[config.mk]
export PLATFORM = sky130hd
export DESIGN_NAME = mmio_region_gate
export DESIGN_NICKNAME = d
export VERILOG_FILES = /design/src/rtl/mrg_pkg.sv /design/src/rtl/mrg_region_match.sv /design/src/rtl/mrg_access_check.sv /design/src/rtl/mrg_lane_mask.sv /design/src/rtl/mmio_region_gate.sv
export SDC_FILE = /design/constraint.sdc
export NUM_CORES = 1
export LEC_CHECK = 0
export ABC_AREA = 1
export BUFFER_PORTS_ARGS = -buffer_cell sky130_fd_sc_hd__buf_4
export CAP_MARGIN = 20
export CORE_AREA = 2 2 124 126
export DETAILED_ROUTE_END_ITERATION = 16
export DIE_AREA = 0 0 126 128
export PLACE_DENSITY = 0.76
export SYNTH_ARGS = -nofsm -noshare
export SYNTH_HDL_FRONTEND = slang
export SYNTH_HIERARCHICAL = 1
export SYNTH_SLANG_ARGS = --single-unit
[constraint.sdc]
create_clock -name clk_i -period 5 [get_ports clk_i]
set_clock_uncertainty 0.1 [all_clocks]
set_input_delay 1 -clock clk_i [delete_from_list [all_inputs] [get_ports clk_i]]
set_output_delay 1 -clock clk_i [all_outputs]
set_load 0.02 [all_outputs]
[src/rtl/mrg_pkg.sv]
package mrg_pkg;
  localparam int unsigned DW = 64;

  typedef enum logic [1:0] {
    SZ_B1 = 2'd0,
    SZ_B2 = 2'd1,
    SZ_B4 = 2'd2,
    SZ_B8 = 2'd3
  } size_e;

  localparam int unsigned FLAG_B1 = 0;
  localparam int unsigned FLAG_B4 = 1;
  localparam int unsigned FLAG_B8 = 2;
  localparam int unsigned FLAG_W  = 3;
endpackage

[src/rtl/mrg_region_match.sv]
module mrg_region_match #(
  parameter int unsigned AW   = 16,
  parameter int unsigned NR   = 4,
  parameter int unsigned IDXW = 2,
  parameter logic [NR*AW-1:0] START = '0,
  parameter logic [NR*AW-1:0] LEN   = '0
) (
  input  logic [AW-1:0]   offset_i,
  output logic            hit_o,
  output logic [IDXW-1:0] idx_o,
  output logic [AW-1:0]   local_o,
  output logic [NR-1:0]   hit_vec_o
);
  logic [AW-1:0] sel_start;

  // one comparator pair per region; end computed one bit wider
  for (genvar g = 0; g < NR; g++) begin : g_cmp
    logic [AW:0] lim;
    assign lim = {1'b0, START[g*AW +: AW]} + {1'b0, LEN[g*AW +: AW]};
    assign hit_vec_o[g] = (offset_i >= START[g*AW +: AW]) &&
                          ({1'b0, offset_i} < lim);
  end

  // descending scan so the lowest index is assigned last
  always_comb begin
    hit_o     = 1'b0;
    idx_o     = '0;
    sel_start = '0;
    for (int i = NR - 1; i >= 0; i--) begin
      if (hit_vec_o[i]) begin
        hit_o     = 1'b1;
        idx_o     = IDXW'(i);
        sel_start = START[i*AW +: AW];
      end
    end
  end

  assign local_o = offset_i - sel_start;
endmodule

[src/rtl/mrg_access_check.sv]
module mrg_access_check
  import mrg_pkg::*;
#(
  parameter int unsigned NR   = 4,
  parameter int unsigned IDXW = 2,
  parameter logic [NR*FLAG_W-1:0] FLAGS = '0
) (
  input  logic            hit_i,
  input  logic [IDXW-1:0] idx_i,
  input  logic [1:0]      size_i,
  input  logic [2:0]      addr_lo_i,
  output logic            legal_o
);
  logic [FLAG_W-1:0] flag_sel;

  always_comb begin
    flag_sel = '0;
    for (int i = 0; i < NR; i++) begin
      if (idx_i == IDXW'(i)) flag_sel = FLAGS[i*FLAG_W +: FLAG_W];
    end
  end

  always_comb begin
    unique case (size_e'(size_i))
      SZ_B1:   legal_o = flag_sel[FLAG_B1];
      SZ_B4:   legal_o = flag_sel[FLAG_B4] && (addr_lo_i[1:0] == 2'b00);
      SZ_B8:   legal_o = flag_sel[FLAG_B8] && (addr_lo_i == 3'b000);
      default: legal_o = 1'b0;
    endcase
    legal_o = legal_o && hit_i;
  end
endmodule

[src/rtl/mrg_lane_mask.sv]
module mrg_lane_mask
  import mrg_pkg::*;
(
  input  logic [1:0]    size_i,
  output logic [DW-1:0] mask_o
);
  always_comb begin
    unique case (size_e'(size_i))
      SZ_B1:   mask_o = {{(DW-8){1'b0}},  {8{1'b1}}};
      SZ_B2:   mask_o = {{(DW-16){1'b0}}, {16{1'b1}}};
      SZ_B4:   mask_o = {{(DW-32){1'b0}}, {32{1'b1}}};
      default: mask_o = {DW{1'b1}};
    endcase
  end
endmodule

[src/rtl/mmio_region_gate.sv]
module mmio_region_gate
  import mrg_pkg::*;
#(
  parameter int unsigned AW = 16,
  parameter int unsigned NR = 4,
  parameter logic [NR*AW-1:0] REGION_START =
    {16'h0400, 16'h0200, 16'h0100, 16'h0000},
  parameter logic [NR*AW-1:0] REGION_LEN =
    {16'h0040, 16'h0100, 16'h0080, 16'h0010},
  parameter logic [NR*FLAG_W-1:0] REGION_FLAGS =
    {3'b001, 3'b110, 3'b011, 3'b010},
  localparam int unsigned IDXW = (NR > 1) ? $clog2(NR) : 1
) (
  input  logic            clk_i,
  input  logic            rst_ni,
  input  logic [AW-1:0]   base_i,
  input  logic            req_valid_i,
  input  logic            req_write_i,
  input  logic [1:0]      req_size_i,
  input  logic [AW-1:0]   req_addr_i,
  input  logic [DW-1:0]   req_wdata_i,
  output logic            rsp_valid_o,
  output logic [DW-1:0]   rsp_rdata_o,
  output logic            reg_strobe_o,
  output logic            reg_write_o,
  output logic [IDXW-1:0] reg_idx_o,
  output logic [AW-1:0]   reg_offset_o,
  output logic [1:0]      reg_size_o,
  output logic [DW-1:0]   reg_wdata_o,
  input  logic [DW-1:0]   reg_rdata_i
);
  logic [AW-1:0] offset;
  logic          hit, legal;
  logic [NR-1:0] hit_vec;
  logic [DW-1:0] lane_mask;

  assign offset = req_addr_i - base_i;

  mrg_region_match #(
    .AW(AW), .NR(NR), .IDXW(IDXW),
    .START(REGION_START), .LEN(REGION_LEN)
  ) u_match (
    .offset_i (offset),
    .hit_o    (hit),
    .idx_o    (reg_idx_o),
    .local_o  (reg_offset_o),
    .hit_vec_o(hit_vec)
  );

  mrg_access_check #(
    .NR(NR), .IDXW(IDXW), .FLAGS(REGION_FLAGS)
  ) u_check (
    .hit_i    (hit),
    .idx_i    (reg_idx_o),
    .size_i   (req_size_i),
    .addr_lo_i(req_addr_i[2:0]),
    .legal_o  (legal)
  );

  mrg_lane_mask u_mask (
    .size_i(req_size_i),
    .mask_o(lane_mask)
  );

  assign reg_strobe_o = req_valid_i && legal;
  assign reg_write_o  = req_write_i;
  assign reg_size_o   = req_size_i;
  assign reg_wdata_o  = req_wdata_i & lane_mask;

  always_ff @(posedge clk_i or negedge rst_ni) begin
    if (!rst_ni) begin
      rsp_valid_o <= 1'b0;
      rsp_rdata_o <= '0;
    end else begin
      rsp_valid_o <= req_valid_i;
      rsp_rdata_o <= (reg_strobe_o && !req_write_i) ? (reg_rdata_i & lane_mask) : '0;
    end
  end

  AST_RSP_AFTER_REQ: assert property (@(posedge clk_i) disable iff (!rst_ni)
    req_valid_i |=> rsp_valid_o);
  AST_NO_SPURIOUS_RSP: assert property (@(posedge clk_i) disable iff (!rst_ni)
    !req_valid_i |=> !rsp_valid_o);
  AST_FAILED_READ_ZERO: assert property (@(posedge clk_i) disable iff (!rst_ni)
    (req_valid_i && !req_write_i && !reg_strobe_o) |=> (rsp_rdata_o == '0));
  AST_HALF_WORD_BLOCKED: assert property (@(posedge clk_i) disable iff (!rst_ni)
    (req_valid_i && req_size_i == SZ_B2) |-> !reg_strobe_o);
  AST_WORD_ALIGNED: assert property (@(posedge clk_i) disable iff (!rst_ni)
    (reg_strobe_o && req_size_i == SZ_B4) |-> (req_addr_i[1:0] == 2'b00));
  AST_DWORD_ALIGNED: assert property (@(posedge clk_i) disable iff (!rst_ni)
    (reg_strobe_o && req_size_i == SZ_B8) |-> (req_addr_i[2:0] == 3'b000));
  AST_STROBE_HAS_HIT: assert property (@(posedge clk_i) disable iff (!rst_ni)
    reg_strobe_o |-> (hit_vec != '0));
  AST_WRITE_NO_RDATA: assert property (@(posedge clk_i) disable iff (!rst_ni)
    (req_valid_i && req_write_i) |=> (rsp_rdata_o == '0));
endmodule

Word-level counts from Yosys, hierarchy flattened
Index checks and enable logic that the tools add are counted.

storage, ports and cells
  bits in registers = 65
  input bits = 166

operators by class
  equal/unequal tests = 6
  order comparisons = 8
  bitwise operators = 2
  reductions and logical operators = 14
  add/subtract/negate cells = 2
  multiplexer cells = 19

operator list
  cell                                                   number
  case mux 64 bit (3 select lines)                       1
  AND 64 bit                                             2
  two-way mux 64 bit                                     1
  two-way mux 11 bit                                     4
  >= comparator 16 x 1 -> 1 bit, second input constant   1
  >= comparator 16 x 10 -> 1 bit, second input constant  1
  >= comparator 16 x 11 -> 1 bit, second input constant  1
  >= comparator 16 x 9 -> 1 bit, second input constant   1
  < comparator 16 x 10 -> 1 bit, second input constant   1
  < comparator 16 x 11 -> 1 bit, second input constant   1
  < comparator 16 x 5 -> 1 bit, second input constant    1
  < comparator 16 x 9 -> 1 bit, second input constant    1
  subtractor 16 x 11 -> 16 bit                           1
  subtractor 16 bit                                      1
  two-way mux 2 bit                                      6
  logical AND 1 bit                                      9
  equality test 2 bit, second input constant             4
  logical NOT 2 bit                                      3
  two-way mux 3 bit                                      2
  equality test 2 x 1 -> 1 bit, second input constant    2
  two-way mux 1 bit                                      4
  logical NOT 3 bit                                      1
  case mux 1 bit (3 select lines)                        1
  logical NOT 1 bit                                      1

Longest topological paths before layout
Gate-level depths: netlist (run 1).

  word-level depth = 18
  depth in mapped cells = 25
  mapped depth without buffers = 23

Hierarchy
The synthesis (run 1) kept the hierarchy.

modules (own cells, without submodules)
  module            area each (µm²)  seq. area each (µm²)  instances  cells each
  mmio_region_gate  3698.5           1626.6                1          530
  mrg_lane_mask     484.2            0.0                   1          68
  mrg_region_match  435.4            0.0                   1          80
  mrg_access_check  50.0             0.0                   1          10

Worst setup path before layout (run 1)
No wires, ideal clock.

  path type = input -> output
  start = in req_addr_i[0]
  end = out reg_offset_o[11]
  arrival time = 3544 ps
  path slack = 356 ps
  stages = 18
  cells stage by stage = inv_1 -> ha_1 -> fa_1 -> inv_1 -> nand3_1 -> nand3_1 -> nand3_1 -> nand4_1 -> nand2_1 -> nor2_1 -> nand3_1 -> nor2_2 -> inv_2 -> ha_1 -> nand2_1 -> nand2_1 -> nor2_1 -> xor2_1

on the way
  longest elaborated chain between the ends = 8

RTL lines
  what                                                                             line                                            text
  start, declared                                                                  mmio_region_gate.sv:20                          input logic [AW-1:0] req_addr_i,
  subtractor 16 bit *                                                              mmio_region_gate.sv:37                          assign offset = req_addr_i - base_i;
  net offset[12]                                                                   mmio_region_gate.sv:32                          logic [AW-1:0] offset;
  >= comparator 16 x 11 -> 1 bit or < comparator 16 x 11 -> 1 bit (tied branches)  mrg_region_match.sv:20, mrg_region_match.sv:21
  logical AND 1 bit *                                                              mrg_region_match.sv:20                          assign hit_vec_o[g] = (offset_i >= START[g*AW +: AW]) &&
  net hit_vec[3]                                                                   mmio_region_gate.sv:34                          logic [NR-1:0] hit_vec;
  two-way mux 11 bit * (4 in a row)                                                mrg_region_match.sv:30                          if (hit_vec_o[i]) begin
  subtractor 16 x 11 -> 16 bit *                                                   mrg_region_match.sv:38                          assign local_o = offset_i - sel_start;
  end, declared                                                                    mmio_region_gate.sv:27                          output logic [AW-1:0] reg_offset_o,

The timed path passes the listed nets; every way through them passes the cells marked *.

Worst setup path after layout (run 1)
  start = in base_i[0]
  end = out reg_offset_o[14]

on the way
  longest elaborated chain between the ends = 8

RTL lines
  what                                                                             line                                            text
  start, declared                                                                  mmio_region_gate.sv:16                          input logic [AW-1:0] base_i,
  subtractor 16 bit *                                                              mmio_region_gate.sv:37
  net offset[12]                                                                   mmio_region_gate.sv:32
  >= comparator 16 x 11 -> 1 bit or < comparator 16 x 11 -> 1 bit (tied branches)  mrg_region_match.sv:20, mrg_region_match.sv:21
  logical AND 1 bit                                                                mrg_region_match.sv:20
  two-way mux 11 bit (4 in a row)                                                  mrg_region_match.sv:30
  subtractor 16 x 11 -> 16 bit *                                                   mrg_region_match.sv:38

Marked as above.

==> metrics.cfg, run 1 <==
[run_status]
outcome = finished clean

[timing]
tightest_slew_ns = 0.902
fin_crit_ns = 4.82
max_freq_ghz = 0.207
slew_viol_final = 0
min_period_over_period_pct = 96.5
grt_setup_unrepaired = no
tns_ns = 0
worst_slew_margin_rel_pct = 39.9
setup_viol = 0
setup_ws_ns = 0.177
hold_viol = 0

[worst_setup_path]
worstSetupPathType = in -> out
path_max_fanout = 4
critical_path_depth = 22
crit_end = reg_offset_o[14]
end_kind = output port
cp_slowest_stage_delay_ns = 0.39
worstPathRequired_ns = 3.90
crit_path_start_kind = primary input
cp_top_family = adder cells
cp-startpoint = base_i[0]
cp_slowest_cell = fa_1
path_cells = buf_4, ha_1, fa_2, inv_1, nand3_1, nand3_2, nand3_1, nand3_1, nand2_1, nand2_2, nor2_2, nand3_4, nor2_1, ha_2, fa_1, inv_1, nand2_1, nand3_1, nor2_1, nand2_1, nand2_1, buf_4
crit_buf_inv = 4
cp_data_arrival_time_ns = 3.72

[pwr]
p_switching_mw = 0.530
p_per_area_mw_per_mm2 = 244
power_switching_share_pct = 30.3
p_int_mw = 1.22
combinationalPowerShare_pct = 30.9
p_seq_share_pct = 30.2
power.leakage_nw = 4.54
vdd_drop_max_mv = 0.169
clock_power_share_pct = 39.0

[floorplan]
core_area_sq_mm = 0.0149
die_h_microns = 128
dieWidth_microns = 126
ios = 317
rows = 45
die_area_sq_mm = 0.0161
start_util_pct = 31.4

[layout]
fillCellCount = 1512
nNetsFinal = 1134
final_common_cell = buf_4
final_cell_mix = 320 x buf_4, 221 x nand2_1, 137 x inv_1
drive_gt1_share_pct = 40.6
antennaDiodeCount = 0
fin_util_pct = 48.2
area_growth_pct = 53.6

[detailed_routing]
drtIter0Drc = 234
drc = 0
num_vias = 4877
via_per_inst = 4.27
wl_met1_microns = 5760
drt_first_pass_iters = 5
wl_met3_microns = 1170
wl_met2_microns = 7900
dr.max_layer_used = met5
avgRoutedWirePerCell_microns = 13.1
ant_nets = 0
routed_wl_microns = 15000

[grt]
antenna_found_initial = 1
grt_pass1_wl_microns = 22600
grtUsageTotal_pct = 17.8
grt_max_degree = 66
grt_pass1_vias = 4451
grt.overflow.total = 0

[synth]
ys.warnings.count = 6
synthDominantCellAreaShare_pct = 34.8
ys_ff_latch = 65
yosysTopAreaCell = dfrtp_1
syn_avg_cell_area_sq_um = 6.79
ys_types = 26
synth_area_sq_mm = 0.00467
yosysSeqAreaShare_pct = 34.8
ys_top_cells_by_area = dfrtp_1 35%, nand2_1 18%, buf_4 12%
syn_inst = 688

[placed_design]
io_buffers = 316
dp_slack_ns = 0.0439
gp_congestion = 0.893
hpwl_microns = 12100

[cts]
clockRootBuffer = clkbuf_16
clockBufferDepth = 2
cts_tree = yes
clock_sinks = 65
clkTransAtPathRegs_ns = 0.06
htreeDepth = 3
cts_buffers = 9

[run]
drv_cap = 0

[min_path]
min_path_type = in -> async

-- registers in the layout, indices dropped and copies added, names as in the netlist --
register	cells
rsp_rdata_o	64
rsp_valid_o	1
-- final cells by class --
| type | instances | area (sq um) | share of cell area (%) |
|---|---|---|---|
| Multi-Input combinational cell | 410 | 2010 | 28.1 |
| Tap cell | 188 | 235 | 3.28 |
| Sequential cell | 65 | 1630 | 22.7 |
| Clock buffer | 10 | 239 | 3.33 |
| Inverter | 140 | 526 | 7.33 |
| Timing Repair Buffer | 322 | 2440 | 34.1 |
| Clock inverter | 6 | 90.1 | 1.26 |
-- synth_stat cells (all sizes together) --
library cell,n
a21boi,1
a21oi,10
buf,79
clkbuf,1
conb,1
dfrtp,65
fa,2
ha,18
inv,140
nand2,232
nand3,19
nand3b,1
nand4,3
nor2,97
nor3,4
o21ai,3
or2,2
xnor2,4
xor2,6
-- routing by layer --
layer | global-route usage (%) | vias up
met2 | 32.6 | 204
met5 | 0 | -
li1 | - | 2433
met3 | 5.09 | 14
met1 | 20.3 | 2224
met4 | 4.78 | 2
-- stage by stage --
| stage | power (mW) | cell area (sq um) | hold slack (ns) | instances |
|---|---|---|---|---|
| 6_report | 1.75 | 7170 | 0.682 | 1141 |
| 5_1_grt | 1.85 | 7170 | 0.678 | 1141 |
| 4_1_cts | 1.75 | 7070 | 0.675 | 1140 |
| 3_5_place_dp | 1.06 | 6750 | 1.03 | 1124 |
| 3_3_place_gp | 1.05 | 6750 | 1.03 | 1124 |
| 2_1_floorplan | 0.863 | 4690 | 0.604 | 695 |
-- worst min path at each step --
| stage | start | end | cells past startpoint |
|---|---|---|---|
| after floorplan | rst_ni | rsp_rdata_o[0] | 0 |
| after global placement | req_valid_i | rsp_valid_o | 1 |
| after global routing | req_valid_i | rsp_valid_o | 1 |
| final | rst_ni | rsp_rdata_o[36] | 1 |
| after detailed placement | req_valid_i | rsp_valid_o | 1 |
| after CTS | req_valid_i | rsp_valid_o | 1 |
-- kinds of logic after synthesis --
logic type | after synthesis | share of synthesized area [%]
adders and majority gates | 20 | 5.68
DFF | 65 | 34.8
AOI/OAI and AO/OA | 14 | 1.63
xor gates and xnor gates | 10 | 1.88
buffers and inverters | 220 | 24.5
other | 1 | 0.0803
and+or+nand+nor | 358 | 31.4
-- power by group through the flow --
stage / logic (mW) / registers (mW) / clock network (mW)
2_1_floorplan: 0.326 / 0.537 / 0
3_3_place_gp: 0.514 / 0.536 / 0
3_5_place_dp: 0.519 / 0.536 / 0
4_1_cts: 0.521 / 0.527 / 0.703
5_1_grt: 0.591 / 0.527 / 0.728
6_report: 0.539 / 0.527 / 0.681
-- timing repair --
item                                    in CTS  in global routing
setup buffers                                0                  1
endpoints found under the setup margin       0                  7
hold buffers                                 0                  0
resized for setup                            0                 22
(Power assumes the default switching activity.)
==> run 2, diff against run 1 <==
==> constraint.sdc (replaced) <==
create_clock -name clk_i -period 5 [get_ports clk_i]
set_clock_uncertainty 0.1 [all_clocks]
set_input_delay 1 -clock clk_i [delete_from_list [all_inputs] [get_ports clk_i]]
set_output_delay 1 -clock clk_i [all_outputs]
set_load 0.005 [all_outputs]
==> run 2 against run 1 <==
Sequential cell count did not move. Largest power group unchanged. Hold slack worse by 0.0059 ns. Design area is 0.23% higher. Combinational power down 14%. First-iteration DRC count shrank 32%. Global-route usage up 0.25 points. Sequential share of layout area down 0.051 points.
==> metrics.cfg, run 2 (same netlist as run 1, synthesis figures left out) <==
[run_status]
outcome = finished clean

[pwr]
p_switching_mw = 0.469  ; -11%
p_total_mw = 1.78  ; +1.9%
p_int_mw = 1.31  ; +7.7%
power.leakage_nw = 4.55  ; +0.17%
clock_power_share_pct = 44.2  ; +5.2 points
vdd_drop_max_mv = 0.192  ; +14%
power_switching_share_pct = 26.3  ; -4.0 points
p_seq_share_pct = 29.6  ; -0.6 points
combinationalPowerShare_pct = 26.2  ; -4.7 points
p_per_area_mw_per_mm2 = 248  ; +1.7%

[timing]
grt_setup_unrepaired = yes
tightest_slew_ns = 0.934  ; +0.0322 ns
slew_viol_final = 0  ; unchanged
max_freq_ghz = 0.206  ; -0.59%
fin_crit_ns = 4.85  ; +0.0289 ns
worst_slew_margin_rel_pct = 37.7  ; -2.1 points
hold_viol = 0  ; unchanged
min_period_over_period_pct = 97.0  ; +0.58 points
setup_ws_ns = 0.148  ; -0.0289 ns
tns_ns = 0  ; unchanged
setup_viol = 0  ; unchanged

[worst_setup_path]
worstSetupPathType = in -> out
cp_data_arrival_time_ns = 3.75  ; +0.03 ns
crit_path_start_kind = primary input
end_kind = output port
worstPathRequired_ns = 3.90  ; about the same
path_max_fanout = 5  ; +1

[layout]
largest_register = rsp_rdata_o
final_cell_area_sq_mm = 0.00719  ; +0.23%
largest_reg_flops = 64  ; unchanged
regArea_sq_mm = 0.00163  ; unchanged
final_cell_mix = 318 x buf_4, 223 x nand2_1, 137 x inv_1
final_common_cell = buf_4
area_growth_pct = 54.0
fillCellCount = 1452  ; -4.0%
top_regs = rsp_rdata_o: 64 flops, rsp_valid_o: 1 flops
nNetsFinal = 1132  ; -0.18%
fin_util_pct = 48.4  ; +0.11 points
drive_gt1_share_pct = 40.0  ; -0.65 points
antennaDiodeCount = 0  ; unchanged
multiInputGateArea_sq_mm = 0.00200  ; -0.81%

[detailed_routing]
num_vias = 4812  ; -1.3%
drc = 0  ; unchanged
ant_nets = 0  ; unchanged
routed_wl_microns = 15100  ; +0.94%
drt_first_pass_iters = 4  ; -1
avgRoutedWirePerCell_microns = 13.3  ; +1.1%
via_per_inst = 4.22  ; -1.2%
drtIter0Drc = 158  ; -32%

[cts]
clock_sinks = 65  ; unchanged
cts_buffers = 9  ; unchanged
htreeDepth = 3  ; unchanged
clkTransAtPathRegs_ns = 0.06  ; about the same
cts_tree = yes
clockRootBuffer = clkbuf_16
clockBufferDepth = 2  ; unchanged
post-cts-setup-buffer-count = 0  ; unchanged

[floorplan]
dieWidth_microns = 126  ; unchanged
ios = 317  ; unchanged
start_util_pct = 31.4  ; unchanged
die_area_sq_mm = 0.0161  ; unchanged
rows = 45  ; unchanged
die_h_microns = 128  ; unchanged
core_area_sq_mm = 0.0149  ; unchanged

[grt]
antenna_found_initial = 1  ; unchanged
grt_pass1_wl_microns = 23000  ; +1.8%
grtUsageTotal_pct = 18.0  ; +0.25 points
grt_pass1_vias = 4525  ; +1.7%
grt_max_degree = 66  ; unchanged
grt.overflow.total = 0  ; unchanged

[placed_design]
placed_cell_area_sq_mm = 0.00674  ; -0.11%
gp_congestion = 0.905  ; +1.3%
hpwl_microns = 12200  ; +0.33%
io_buffers = 316  ; unchanged
dp_slack_ns = 0.0383  ; -0.00566 ns

[min_path]
min_path_type = in -> async

[run]
drv_cap = 0  ; unchanged

-- run 2: changes by cell type in the layout (fill, tap and decap cells not counted), sizes merged --
cell	change
buf	-2
bufinv	+2
clkinv	-1
clkinvlp	-1
-- run 2: layer usage --
metal | track usage (%) | share of wire (%)
met5 | 0 | 0.11
met2 | 32.8 | 52
met4 | 5.82 | 1.5
met1 | 20.5 | 38
met3 | 4.97 | 8.6
-- run 2: power by group through the flow --
stage | combinational, mW | clock, mW | sequential [mW]
final | 0.466 | 0.788 | 0.527
after global routing | 0.518 | 0.831 | 0.527
after CTS | 0.452 | 0.808 | 0.527
after detailed placement | 0.449 | 0 | 0.536
after global placement | 0.444 | 0 | 0.536
after floorplan | 0.260 | 0 | 0.537
-- run 2: worst paths after layout --
kind	start	endpoint	slack (ns)	depth (start not counted)
min in group clk_i	req_valid_i	rsp_valid_o	0.69	1
max in group asynchronous	rst_ni	rsp_rdata_o[18]	3.57	1
worst min-delay path	rst_ni	rsp_rdata_o[38]	0.68	1
worst max-delay path	base_i[0]	reg_offset_o[15]	0.15	21
-- run 2: area by class of cell --
type	instances	share of cell area (%)
well taps	188	3.27
inverters	140	7.31
flip-flops and latches	65	22.6
multi-input cells	410	27.8
repair buffers	320	33.8
clock inverters	6	1.92
clock buffers	10	3.33
-- run 2: through the flow --
stage	hold slack (ns)	instances
floorplan	0.604	695
global placement	1.03	1123
detailed placement	1.02	1123
CTS	0.675	1139
global route	0.678	1139
finish	0.676	1139
-- run 2: critical path, cell delays in order --
cell and delay (ns):
buf_4 0.11, ha_1 0.22, fa_2 0.36, inv_1 0.08, nand3_1 0.08, nand3_2 0.10
nand3_1 0.10, nand4_1 0.10, nand2_2 0.11, nor2_2 0.15, nand3_1 0.11, nor2_2 0.16
inv_2 0.05, ha_1 0.35, nand2_1 0.11, nand2_1 0.09, nor2_2 0.17, nand2_1 0.07
nand2_1 0.07, nand2_1 0.05, buf_4 0.13
-- run 2: what timing repair did --
item,CTS,global route
hold buffers,0,0
gates resized for setup,0,18
setup endpoints to repair,0,5
==> run 3, diff against run 2 <==
--- a/config.mk
+++ b/config.mk
@@ -5,13 +5,12 @@
 export SDC_FILE = /design/constraint.sdc
 export NUM_CORES = 1
 export LEC_CHECK = 0
-export ABC_AREA = 1
 export BUFFER_PORTS_ARGS = -buffer_cell sky130_fd_sc_hd__buf_4
 export CAP_MARGIN = 20
-export CORE_AREA = 2 2 124 126
+export CORE_AREA = 2 2 122 124
 export DETAILED_ROUTE_END_ITERATION = 16
-export DIE_AREA = 0 0 126 128
-export PLACE_DENSITY = 0.76
+export DIE_AREA = 0 0 124 126
+export PLACE_DENSITY = 0.74
 export SYNTH_ARGS = -nofsm -noshare
 export SYNTH_HDL_FRONTEND = slang
 export SYNTH_HIERARCHICAL = 1
==> run 3 against run 2 <==
Fmax decreased by 12%. Critical path depth decreased by 4. Via count down 9.8%. Clock-buffer cell count stayed put. Area after synthesis is 9.4% lower. Critical endpoint unchanged. Core utilization is 4.6 points higher. Hold slack worse by 0.0097 ns. The run now ends with negative setup slack left. Wire length increased by 2.4%. Cell count shrank 14%. Design area rose by 5.4%. Total power rose by 1.3%. Sequential share of layout area decreased by 1.2 points.
==> metrics.cfg, run 3 <==
[run_status]
outcome = finished, violations left
violations = negative setup slack

[synth]
synth_area_sq_mm = 0.00423  ; -9.4%
ys.warnings.count = 6  ; unchanged
syn_inst = 457  ; -34%
syn_avg_cell_area_sq_um = 9.25  ; +36%

[timing]
slew_viol_final = 0  ; unchanged
tightest_slew_ns = 0.823  ; -0.112 ns
hold_viol = 0  ; unchanged
grt_setup_unrepaired = yes
max_freq_ghz = 0.182  ; -12%
tns_ns = -13.14  ; -13.14 ns
setup_viol = 72  ; +72
fin_crit_ns = 5.49  ; +0.636 ns
setup_ws_ns = -0.488  ; -0.636 ns
min_period_over_period_pct = 110  ; +13 points
worst_slew_margin_rel_pct = 45.2  ; +7.4 points

[placed_design]
io_buffers = 316  ; unchanged
gp_congestion = 0.942  ; +4.1%
hpwl_microns = 11600  ; -4.7%

[layout]
drive_gt1_share_pct = 59.1  ; +19 points
regArea_sq_mm = 0.00163  ; unchanged
final_cell_mix = 389 x buf_4, 65 x and2_1, 65 x dfrtp_1
nNetsFinal = 974  ; -14%
area_growth_pct = 79.1
top_regs = rsp_rdata_o: 64 flops, rsp_valid_o: 1 flops
final_common_cell = buf_4
multiInputGateArea_sq_mm = 0.00226  ; +13%
fillCellCount = 1326  ; -8.7%
largest_register = rsp_rdata_o
largest_reg_flops = 64  ; unchanged

[cts]
cts_buffers = 9  ; unchanged
clockRootBuffer = clkbuf_16
clockBufferDepth = 2  ; unchanged
clkTransAtPathRegs_ns = 0.06  ; about the same
htreeDepth = 3  ; unchanged
cts_tree = yes
clock_sinks = 65  ; unchanged

[detailed_routing]
drc = 0  ; unchanged
drt_first_pass_iters = 4  ; unchanged
via_per_inst = 4.44  ; +5.0%
routed_wl_microns = 15500  ; +2.4%
num_vias = 4340  ; -9.8%
drtIter0Drc = 184  ; +16%
avgRoutedWirePerCell_microns = 15.8  ; +19%
ant_nets = 0  ; unchanged

[grt]
grt.overflow.total = 0  ; unchanged
antenna_found_initial = 1  ; unchanged
grtUsageTotal_pct = 18.6  ; +0.54 points
grt_max_degree = 66  ; unchanged
grt_pass1_wl_microns = 22300  ; -3.0%
grt_pass1_vias = 4315  ; -4.6%

[worst_setup_path]
path_max_fanout = 5  ; unchanged
worstSetupPathType = in -> out
worstPathRequired_ns = 3.90  ; about the same
end_kind = output port
crit_path_start_kind = primary input
cp_data_arrival_time_ns = 4.39  ; +0.64 ns

[pwr]
vdd_drop_max_mv = 0.186  ; -3.4%
p_per_area_mw_per_mm2 = 238  ; -3.9%
power.leakage_nw = 4.24  ; -6.7%
p_total_mw = 1.80  ; +1.3%

[floorplan]
core_area_sq_mm = 0.0143  ; -3.7%
start_util_pct = 29.5  ; -1.9 points
die_area_sq_mm = 0.0156  ; -3.1%
rows = 44  ; -2.2%
ios = 317  ; unchanged
dieWidth_microns = 124  ; -1.6%
die_h_microns = 126  ; -1.6%

[run]
drv_cap = 0  ; unchanged

[min_path]
min_path_type = in -> async

run 3: cell count changes in the layout (fill, tap and decap cells not counted), sizes merged, moves of 4 or more:
cell    change
nor4        +4
xnor2       +9
a21o        +4
inv       -115
o21ai       +4
and3       +65
a21oi       +8
nand2     -219
nand2b      +9
buf        +77
nor2       -86
nand3      -12
and2       +66
run 3: power breakdown:
part,switching [mW],total (mW),internal [mW]
sequential,0.000127,0.527,0.527
clock,0.233,0.685,0.451
combinational,0.250,0.592,0.342
run 3: what timing repair did:
action / 4_1_cts / 5_1_grt
endpoints found under the setup margin: 8 / 72
setup buffers: 19 / 6
pin swaps: 15 / 16
resized for setup: 33 / 30
hold buffers: 0 / 0
run 3: worst paths after layout:
| kind | startpoint | endpoint | slack, ns | cells after the start |
|---|---|---|---|---|
| min in group clk_i | req_valid_i | rsp_valid_o | 0.69 | 1 |
| setup / recovery | base_i[10] | reg_offset_o[15] | -0.49 | 17 |
| max in group asynchronous | rst_ni | rsp_rdata_o[18] | 3.58 | 1 |
| hold / removal | rst_ni | rsp_rdata_o[39] | 0.67 | 1 |
run 3: area by class of cell:
type / count / share of cell area (%)
inverters: 25 / 1.27
well taps: 184 / 3.04
diodes: 1 / 0.0330
clock buffers: 10 / 3.16
clock inverters: 6 / 1.19
flip-flops and latches: 65 / 21.5
multi-input cells: 290 / 29.8
repair buffers: 397 / 40.0
run 3: layer usage:
metal / up-vias / global-route usage, % / routed length [microns]
met5: - / 0 / 0
met4: 0 / 6.61 / 451
met3: 31 / 5.57 / 1330
met2: 185 / 33.4 / 8130
met1: 2004 / 20.5 / 5590
li1: 2120 / - / -
run 3: per-stage QoR:
stage / setup WS (ns) / hold slack, ns / utilization [%] / std cells / cell area, sq um
2_1_floorplan: 0.00511 / 0.604 / - / 464 / 4280
3_3_place_gp: -0.322 / 1.02 / 47.1 / 937 / 6740
3_5_place_dp: -0.461 / 1.02 / 47.1 / 937 / 6740
4_1_cts: -0.269 / 0.665 / 51.5 / 971 / 7370
5_1_grt: -0.685 / 0.677 / 52.9 / 977 / 7570
6_report: -0.488 / 0.667 / 52.9 / 978 / 7570
run 3: worst max-delay path: stages:
cell and delay, ns:
buf_4 0.07, inv_1 0.05, ha_1 0.37, and3_1 0.22, a2bb2oi_2 0.18, a31oi_1 0.16, a211oi_4 0.28, xnor2_2 0.12
nor4_4 0.30, nand2b_1 0.16, buf_4 0.17, or4_4 0.44, ha_4 0.29, nand3b_1 0.15, nand3_2 0.15, xnor2_2 0.12
buf_4 0.13
